==> src/rtl/owire_pkg.sv <==
package owire_pkg;
  localparam int TW = 10;

  typedef enum logic [2:0] {
    OP_RESET  = 3'd0,
    OP_WR0    = 3'd1,
    OP_WR1    = 3'd2,
    OP_RDBIT  = 3'd3,
    OP_WRBYTE = 3'd4,
    OP_RDBYTE = 3'd5
  } op_e;

  typedef enum logic [1:0] {
    SLOT_RST,
    SLOT_W0,
    SLOT_W1,
    SLOT_RD
  } slot_e;

  // low time, low+release-to-sample, total (in units)
  localparam int RST_LOW = 480, RST_SMP = 550, RST_TOT = 960;
  localparam int W0_LOW  = 60,  W0_SMP  = 70,  W0_TOT  = 70;
  localparam int W1_LOW  = 6,   W1_SMP  = 70,  W1_TOT  = 70;
  localparam int RD_LOW  = 6,   RD_SMP  = 15,  RD_TOT  = 70;
endpackage

==> src/rtl/owire_tick.sv <==
module owire_tick #(
  parameter int TICKS_PER_US = 200,
  parameter int COEF_W       = 8
) (
  input  logic              clk_i,
  input  logic              rst_ni,
  input  logic              run_i,
  input  logic [COEF_W-1:0] coef_i,
  output logic              tick_o
);
  localparam int PW = (TICKS_PER_US > 1) ? $clog2(TICKS_PER_US) : 1;

  logic [PW-1:0]     pre_q;
  logic [COEF_W-1:0] cc_q;
  logic              pre_last, cc_last;

  assign pre_last = (pre_q == PW'(TICKS_PER_US - 1));
  assign cc_last  = (cc_q == coef_i - COEF_W'(1));
  assign tick_o   = run_i && pre_last && cc_last;

  always_ff @(posedge clk_i or negedge rst_ni) begin
    if (!rst_ni) begin
      pre_q <= '0;
      cc_q  <= '0;
    end else if (!run_i) begin
      pre_q <= '0;
      cc_q  <= '0;
    end else begin
      pre_q <= pre_last ? '0 : pre_q + PW'(1);
      if (pre_last) cc_q <= cc_last ? '0 : cc_q + COEF_W'(1);
    end
  end

  a_r7_coef_nonzero: assert property (@(posedge clk_i) disable iff (!rst_ni)
    run_i |-> coef_i != '0);
  a_r7_cc_bounded: assert property (@(posedge clk_i) disable iff (!rst_ni)
    run_i |-> cc_q < coef_i);
endmodule

==> src/rtl/owire_slot.sv <==
module owire_slot
  import owire_pkg::*;
(
  input  logic  clk_i,
  input  logic  rst_ni,
  input  logic  go_i,
  input  slot_e kind_i,
  input  logic  tick_i,
  input  logic  line_i,
  output logic  active_o,
  output logic  fin_o,
  output logic  smp_o,
  output logic  line_oe_o
);
  logic          active_q, smp_q;
  logic [TW-1:0] t_q, low_q, smp_at_q, tot_q;
  logic [TW-1:0] low_d, smp_d, tot_d;

  always_comb begin
    unique case (kind_i)
      SLOT_RST: begin low_d = TW'(RST_LOW); smp_d = TW'(RST_SMP); tot_d = TW'(RST_TOT); end
      SLOT_W0:  begin low_d = TW'(W0_LOW);  smp_d = TW'(W0_SMP);  tot_d = TW'(W0_TOT);  end
      SLOT_W1:  begin low_d = TW'(W1_LOW);  smp_d = TW'(W1_SMP);  tot_d = TW'(W1_TOT);  end
      default:  begin low_d = TW'(RD_LOW);  smp_d = TW'(RD_SMP);  tot_d = TW'(RD_TOT);  end
    endcase
  end

  assign fin_o     = active_q && tick_i && (t_q == tot_q - TW'(1));
  assign active_o  = active_q;
  assign smp_o     = smp_q;
  assign line_oe_o = active_q && (t_q < low_q);

  always_ff @(posedge clk_i or negedge rst_ni) begin
    if (!rst_ni) begin
      active_q <= 1'b0;
      t_q      <= '0;
      low_q    <= '0;
      smp_at_q <= '0;
      tot_q    <= '0;
      smp_q    <= 1'b0;
    end else begin
      if (active_q && tick_i && (t_q == smp_at_q - TW'(1))) smp_q <= line_i;
      if (go_i) begin
        active_q <= 1'b1;
        t_q      <= '0;
        low_q    <= low_d;
        smp_at_q <= smp_d;
        tot_q    <= tot_d;
      end else if (fin_o) begin
        active_q <= 1'b0;
      end else if (active_q && tick_i) begin
        t_q <= t_q + TW'(1);
      end
    end
  end

  a_r9_go_when_free: assert property (@(posedge clk_i) disable iff (!rst_ni)
    go_i |-> (!active_q || fin_o));
  a_r2_release_point: assert property (@(posedge clk_i) disable iff (!rst_ni)
    (active_q && $fell(line_oe_o)) |-> (t_q == low_q));
  a_r4_sample_inside: assert property (@(posedge clk_i) disable iff (!rst_ni)
    active_q |-> (smp_at_q > low_q && smp_at_q <= tot_q));
endmodule

==> src/rtl/owire_engine.sv <==
module owire_engine
  import owire_pkg::*;
#(
  parameter int TICKS_PER_US = 200,
  parameter int COEF_W       = 8
) (
  input  logic              clk_i,
  input  logic              rst_ni,
  input  logic              start_i,
  input  logic [2:0]        op_i,
  input  logic [7:0]        data_i,
  input  logic [COEF_W-1:0] coef_i,
  input  logic              line_i,
  output logic              line_oe_o,
  output logic              busy_o,
  output logic              done_o,
  output logic              rd_bit_o,
  output logic [7:0]        rd_byte_o,
  output logic              presence_o
);
  localparam int BITS = 8;
  localparam int CW   = $clog2(BITS + 1);

  logic              busy_q, done_q, rd_bit_q, pres_q;
  logic [7:0]        rd_byte_q, sh_q;
  logic [CW-1:0]     left_q;
  logic [COEF_W-1:0] coef_q;
  op_e               op_q;

  logic  accept, last, slot_go, slot_fin, slot_act, slot_smp, tick;
  slot_e k_acc, k_next, kind;

  assign accept  = start_i && !busy_q && (op_i <= 3'd5);
  assign last    = (left_q == CW'(1));
  assign slot_go = accept || (slot_fin && !last);

  always_comb begin
    unique case (op_i)
      3'd0:    k_acc = SLOT_RST;
      3'd1:    k_acc = SLOT_W0;
      3'd2:    k_acc = SLOT_W1;
      3'd4:    k_acc = data_i[0] ? SLOT_W1 : SLOT_W0;
      default: k_acc = SLOT_RD;
    endcase
    k_next = (op_q == OP_WRBYTE) ? (sh_q[1] ? SLOT_W1 : SLOT_W0) : SLOT_RD;
    kind   = accept ? k_acc : k_next;
  end

  owire_tick #(.TICKS_PER_US(TICKS_PER_US), .COEF_W(COEF_W)) u_tick (
    .clk_i  (clk_i),
    .rst_ni (rst_ni),
    .run_i  (slot_act),
    .coef_i (coef_q),
    .tick_o (tick)
  );

  owire_slot u_slot (
    .clk_i     (clk_i),
    .rst_ni    (rst_ni),
    .go_i      (slot_go),
    .kind_i    (kind),
    .tick_i    (tick),
    .line_i    (line_i),
    .active_o  (slot_act),
    .fin_o     (slot_fin),
    .smp_o     (slot_smp),
    .line_oe_o (line_oe_o)
  );

  always_ff @(posedge clk_i or negedge rst_ni) begin
    if (!rst_ni) begin
      busy_q    <= 1'b0;
      done_q    <= 1'b0;
      rd_bit_q  <= 1'b0;
      pres_q    <= 1'b0;
      rd_byte_q <= '0;
      sh_q      <= '0;
      left_q    <= '0;
      coef_q    <= COEF_W'(1);
      op_q      <= OP_RESET;
    end else begin
      done_q <= 1'b0;
      if (accept) begin
        busy_q <= 1'b1;
        op_q   <= op_e'(op_i);
        sh_q   <= data_i;
        left_q <= (op_i >= 3'd4) ? CW'(BITS) : CW'(1);
        coef_q <= (coef_i == '0) ? COEF_W'(1) : coef_i;
      end else if (slot_fin) begin
        sh_q   <= {slot_smp, sh_q[7:1]};
        left_q <= left_q - CW'(1);
        if (last) begin
          busy_q <= 1'b0;
          done_q <= 1'b1;
          unique case (op_q)
            OP_RESET:  pres_q    <= !slot_smp;
            OP_RDBIT:  rd_bit_q  <= slot_smp;
            OP_RDBYTE: rd_byte_q <= {slot_smp, sh_q[7:1]};
            default:   ;
          endcase
        end
      end
    end
  end

  assign busy_o     = busy_q;
  assign done_o     = done_q;
  assign rd_bit_o   = rd_bit_q;
  assign rd_byte_o  = rd_byte_q;
  assign presence_o = pres_q;

  a_r10_done_pulse: assert property (@(posedge clk_i) disable iff (!rst_ni)
    done_o |=> !done_o);
  a_r10_done_after_busy: assert property (@(posedge clk_i) disable iff (!rst_ni)
    done_o |-> $fell(busy_o));
  a_r9_busy_needs_start: assert property (@(posedge clk_i) disable iff (!rst_ni)
    $rose(busy_o) |-> $past(start_i));
  a_r8_oe_only_busy: assert property (@(posedge clk_i) disable iff (!rst_ni)
    line_oe_o |-> busy_o);
  a_r7_coef_held: assert property (@(posedge clk_i) disable iff (!rst_ni)
    (busy_o && $past(busy_o)) |-> $stable(coef_q));
  a_r5_slot_runs: assert property (@(posedge clk_i) disable iff (!rst_ni)
    busy_o |-> slot_act);
endmodule

==> config.mk <==
export PLATFORM = sky130hd
export DESIGN_NAME = owire_engine
export DESIGN_NICKNAME = d
export VERILOG_FILES = /design/src/rtl/owire_pkg.sv /design/src/rtl/owire_tick.sv /design/src/rtl/owire_slot.sv /design/src/rtl/owire_engine.sv
export SDC_FILE = /design/constraint.sdc
export NUM_CORES = 1
export LEC_CHECK = 0
export ABC_AREA = 1
export CAP_MARGIN = 20
export CORE_MARGIN = 2
export CORE_UTILIZATION = 45
export DETAILED_ROUTE_END_ITERATION = 10
export GPL_TIMING_DRIVEN = 0
export PLACE_DENSITY = 0.75
export SKIP_LAST_GASP = 1
export SYNTH_ARGS = -nofsm -noshare
export SYNTH_HDL_FRONTEND = slang
export SYNTH_HIERARCHICAL = 1
export SYNTH_SLANG_ARGS = --single-unit
==> constraint.sdc <==
create_clock -name clk_i -period 6.6 [get_ports clk_i]
set_input_delay 1.65 -clock clk_i [delete_from_list [all_inputs] [get_ports clk_i]]
set_output_delay 1.65 -clock clk_i [all_outputs]
set_load 0.02 [all_outputs]
* After elaboration in Yosys (flattened, before gate mapping)
Cells that the tools add are included.
** Operators by class
- Multiplexer cells :: 30
- Add/sub/neg operators :: 7
- Bitwise logic cells :: 1
- Magnitude comparators :: 3
- Reductions and logical operators :: 27
- Eq/ne operators :: 15
** Operators with widths (number)
- $mux 8 :: 8
- $mux 10 :: 4
- $eq 10x10->1 :: 2
- $pmux 10 s2 :: 1
- $sub 10x1->10 const B :: 2
- $pmux 9 s2 :: 1
- $add 8x1->8 const B :: 2
- $mux 4 :: 3
- $reduce_and 4->1 :: 3
- $add 10x1->10 const B :: 1
- $lt 10x10->1 :: 1
- $eq 3x3->1 const B :: 3
- $logic_and 1x1->1 :: 9
- $eq 8x8->1 :: 1
- $eq 8x8->1 const B :: 1
- $logic_not 8->1 :: 1
- $mux 1 :: 8
- $mux 2 :: 4
- $pmux 2 s4 :: 1
- $reduce_bool 2->1 :: 4
- $sub 8x1->8 const B :: 1
- $eq 3x2->1 const B :: 2
- $logic_not 3->1 :: 2
- $eq 4x1->1 const B :: 1
- other kinds (13) :: 17
** Word-level totals
- Input port bits :: 23
- Logic and storage cells :: 100
- Output and inout port bits :: 13
- Register bits :: 93

* Longest topological paths before layout
- Depth after elaboration :: 9
- Depth in mapped cells :: 20
- Mapped depth without buffers :: 20

* Hierarchy
The synthesis kept the hierarchy.
** By module, submodules not included
- owire_slot :: instances 1, seq. area each 525.5 µm², cells an instance 246, area each 1705.4 µm²
- owire_engine :: instances 1, seq. area each 852.1 µm², cells an instance 189, area each 1596.5 µm²
- owire_tick :: instances 1, seq. area each 400.4 µm², cells an instance 191, area each 1265.0 µm²

* Worst setup path before layout
Ideal clock, no wire load.
- Kind :: reg-to-output
- Start :: register, netlist name u_slot/smp_at_q[5]
- End :: output port line_oe_o
- Arrival :: 1.433 ns
- Stages on the path, launching flop included :: 9
- Slack :: 3.517 ns
- Required time :: 4.950 ns
- Buffers on the path :: 1
- Cells stage by stage :: dfrtp_1 inv_2 buf_6 ha_1 nand2_1 nor2_1 o211ai_1 o2111ai_1 nor2_1
** RTL lines
- to (decl) :: line owire_engine.sv:14 : output logic line_oe_o,

==> flow_summary.toml <==
[clocking]
hold_buffers = 0
root_buffer = "clkbuf_8"
cts_sinks = 71
worst_skew_pair.late_latency_ns = 0.36
cts_buffers = 9
cts_tree = "built"
clkSlewWorstSetupHoldPaths_ns = 0.08
clockBufferDepth = 2
cts_setup_buffers = 0
cts-resized-gates = 0
cts.htree.levels = 3

[worst_setup_path]
required_ns = 4.95
r2r_slack_ns = 2.97
worst_path_max_delay_cell = "clkdlybuf4s50_1"
endpoint_kind = "output pin"
critPathBufInv = 3
critPathTopFamily = "buffers and inverters"
r2r_cells = 19
worstPathCellList = "inv_2 -> buf_6 -> ha_1 -> nand2_1 -> nor2_1 -> o211ai_1 -> o2111ai_1 -> nor2_1 -> clkdlybuf4s50_1"
critPathKind = "register to output pin"
max_stage_delay_ns = 0.62
crit_arrival_ns = 2.41
cp_max_fo = 12
path_depth = 9
cp-start-kind = "register"
crit_top_cell = "nor2_1"

[floorplan]
rows = 36
initial_core_util_pct = 46.51
num_io_pins = 36
die_w_um = 104.7
dieArea_um2 = 10970
die_h_um = 104.7
core_um2 = 9819

[synthesis]
synth_area_leaders = "dfrtp_1 38%, nand2_1 16%, nand3_1 9.2%, ha_1 6.0%, inv_1 5.6%"
synth.distinct_cells = 37
synth_edf_count = 0
syn_nets = 671
syn_area_per_cell_um2 = 7.295
ys_ff_latch = 71
syn_area_um2 = 4567
netlist.area_leader.share_pct = 38.36
synth_warnings = 6
seq_area_frac_synth_pct = 38.93
ys.flop_type = "dfrtp_1"
syn_inst = 626
yosysTopAreaCell = "dfrtp_1"
async_flop_share_pct = 100.0

[global_routing]
grt_pass1_vias = 3908
grt-ovfl-total = 0
grt_max_degree = 72
grtUsageTotal_pct = 20.05
antenna_found_initial = 0
grt_pass1_wl_mm = 17.89

[final_layout]
num-nets-final = 717
final-instance-count-excl-fill = 810
final_area_um2 = 5256
num_antenna_cells = 0
fill_cells = 989
syn_to_final_growth_pct = 15.10
drive_above_1_share_pct = 10.04

[sta]
fin_tns_setup_ns = 0
final-hold-violation-count = 0
slew_violations = 0
clock_skew_ns = 0.008528
whs_ns = 0.4863
fmax_mhz = 246.3
setup_viol = 0
slew_headroom_pct = 39.84
tightest_slew_ns = 0.9024
finalCritPeriodShare_pct = 61.53
min_period_ns = 4.061
rsz0062_at_grt = "no"

[outcome]
status = "completed"

[placed_design]
dpl.hpwl_mm = 7.824
gp_congestion = 0.8904
dpl-instance-area_um2 = 5081
io_buffers = 35
place_inst = 794

[min_path]
worstHoldPathCells = 2
worstHoldPathType = "register to register"

[route]
drt_iter0_markers = 253
wl_mm = 10.47
vias = 4153
routedWlPerCell_um = 12.92
antenna_left = 0
drt-vias-per-instance = 5.127
drc = 0
drt-pass1-iter-count = 5

[power_and_ir_drop]
power_density_nw_per_um2 = 189.7
vdd_drop_max_v = 0.00009123
leakage_nw = 2.759

[job]
maxCapViolations = 0
report_power, final:
part | leakage, nW | switching (W) | total (W) | internal [W]
sequential | 0.916 | 0.0000288 | 0.000492 | 0.000463
clock | 0.0853 | 0.000174 | 0.000320 | 0.000146
combinational | 1.76 | 0.000115 | 0.000184 | 0.0000695
total | 2.76 | 0.000318 | 0.000997 | 0.000679
per-layer routing:
layer	GRT usage, %	up-vias	share of wire [%]	wire, um
met2	32.56	83	48	5003
met4	7.238	0	1.5	160
met3	4.055	13	4.1	424
met5	0	-	0	0
li1	-	2101	-	-
met1	26.56	1956	47	4878
layout make-up:
cell class / instances / area [um^2] / area share [%]
well taps: 133 / 166.4 / 3.166
repair buffers: 35 / 347.8 / 6.617
multi-input cells: 458 / 2387 / 45.42
inverters: 81 / 304.0 / 5.784
clock buffers: 11 / 141.4 / 2.690
clock inverters: 5 / 33.78 / 0.6427
plain buffers: 16 / 97.59 / 1.857
flip-flops and latches: 71 / 1778 / 33.83
registers in the layout (all words and copies together), names as in the netlist, 3 cells and up:
register / cells
coef_q: 8
left_q: 4
op_q: 3
rd_byte_o: 8
sh_q: 7
u_slot/low_q: 4
u_slot/smp_at_q: 4
u_slot/t_q: 10
u_tick/cc_q: 8
u_tick/pre_q: 8
kinds of logic after synthesis:
logic type	Yosys count	share of synthesized area (%)
flops	71	38.93
fa+ha+maj	22	6.027
buf+inv	97	8.794
simple gates	374	37.29
compound gates	51	6.850
xor+xnor	11	2.110
placed cells by master (no fill, tap or decap), drive strengths merged:
cell type | Yosys | routed
nand2 | 197 | 197
nand3 | 90 | 90
inv | 81 | 81
dfrtp | 70 | 70
nor2 | 61 | 61
clkdlybuf4s50 | 0 | 34
ha | 22 | 22
o21ai | 22 | 22
buf | 14 | 15
clkbuf | 2 | 13
a21oi | 12 | 12
nand4 | 12 | 12
nor3 | 10 | 10
xor2 | 9 | 9
o21bai | 8 | 8
o211ai | 6 | 6
clkinv | 0 | 3
or2 | 3 | 3
clkinvlp | 0 | 2
xnor2 | 2 | 2
o22ai | 1 | 1
dfstp | 1 | 1
o2111ai | 1 | 1
o21a | 1 | 1
nor3b | 1 | 1
metrics by stage:
stage	utilization, %	power (W)	setup WS (ns)
2_1_floorplan	-	0.0006256	3.517
3_3_place_gp	51.77	0.0006753	1.476
3_5_place_dp	51.75	0.0006845	2.736
4_1_cts	53.53	0.001000	2.530
5_1_grt	53.53	0.001054	2.370
6_report	53.53	0.0009969	2.539
worst reg2reg max path, stage by stage, from the launching register on:
cell and delay [ns]:
dfstp_2 0.58, inv_2 0.07, ha_1 0.30, inv_1 0.04, nand2_1 0.05, nand2_1 0.04, nor2_1 0.14, nand2_1 0.09
nor2_2 0.14, nand3_4 0.13, nor3b_2 0.18, nand2_1 0.16, nor2_1 0.20, buf_4 0.21, inv_1 0.14, o21ai_0 0.37
clkbuf_1 0.33, nand2_1 0.18, nand2_1 0.10, a21oi_1 0.04
synth_stat cells, types with 4 or more instances:
library cell	n
nand3_1	84
nor2_1	56
nand4_1	11
o21ai_0	20
xor2_1	9
buf_2	9
nor3_1	7
nor2_2	4
ha_1	22
inv_1	68
dfrtp_1	70
o21bai_1	8
o211ai_1	6
a21oi_1	12
nand2_1	192
nand2_2	4
inv_2	13
path summary, 6_finish.rpt:
kind / start / to
min in group asynchronous: rst_ni / u_slot/t_q[1]
worst min-delay path: rd_byte_o[3] / rd_byte_o[3]
max in group asynchronous: rst_ni / u_tick/pre_q[3]
worst max-delay path: u_slot/smp_at_q[5] / line_oe_o
worst max register to register: coef_q[0] / u_slot/low_q[1]
worst min register to register: rd_byte_o[3] / rd_byte_o[3]
(Power assumes the default switching activity.)
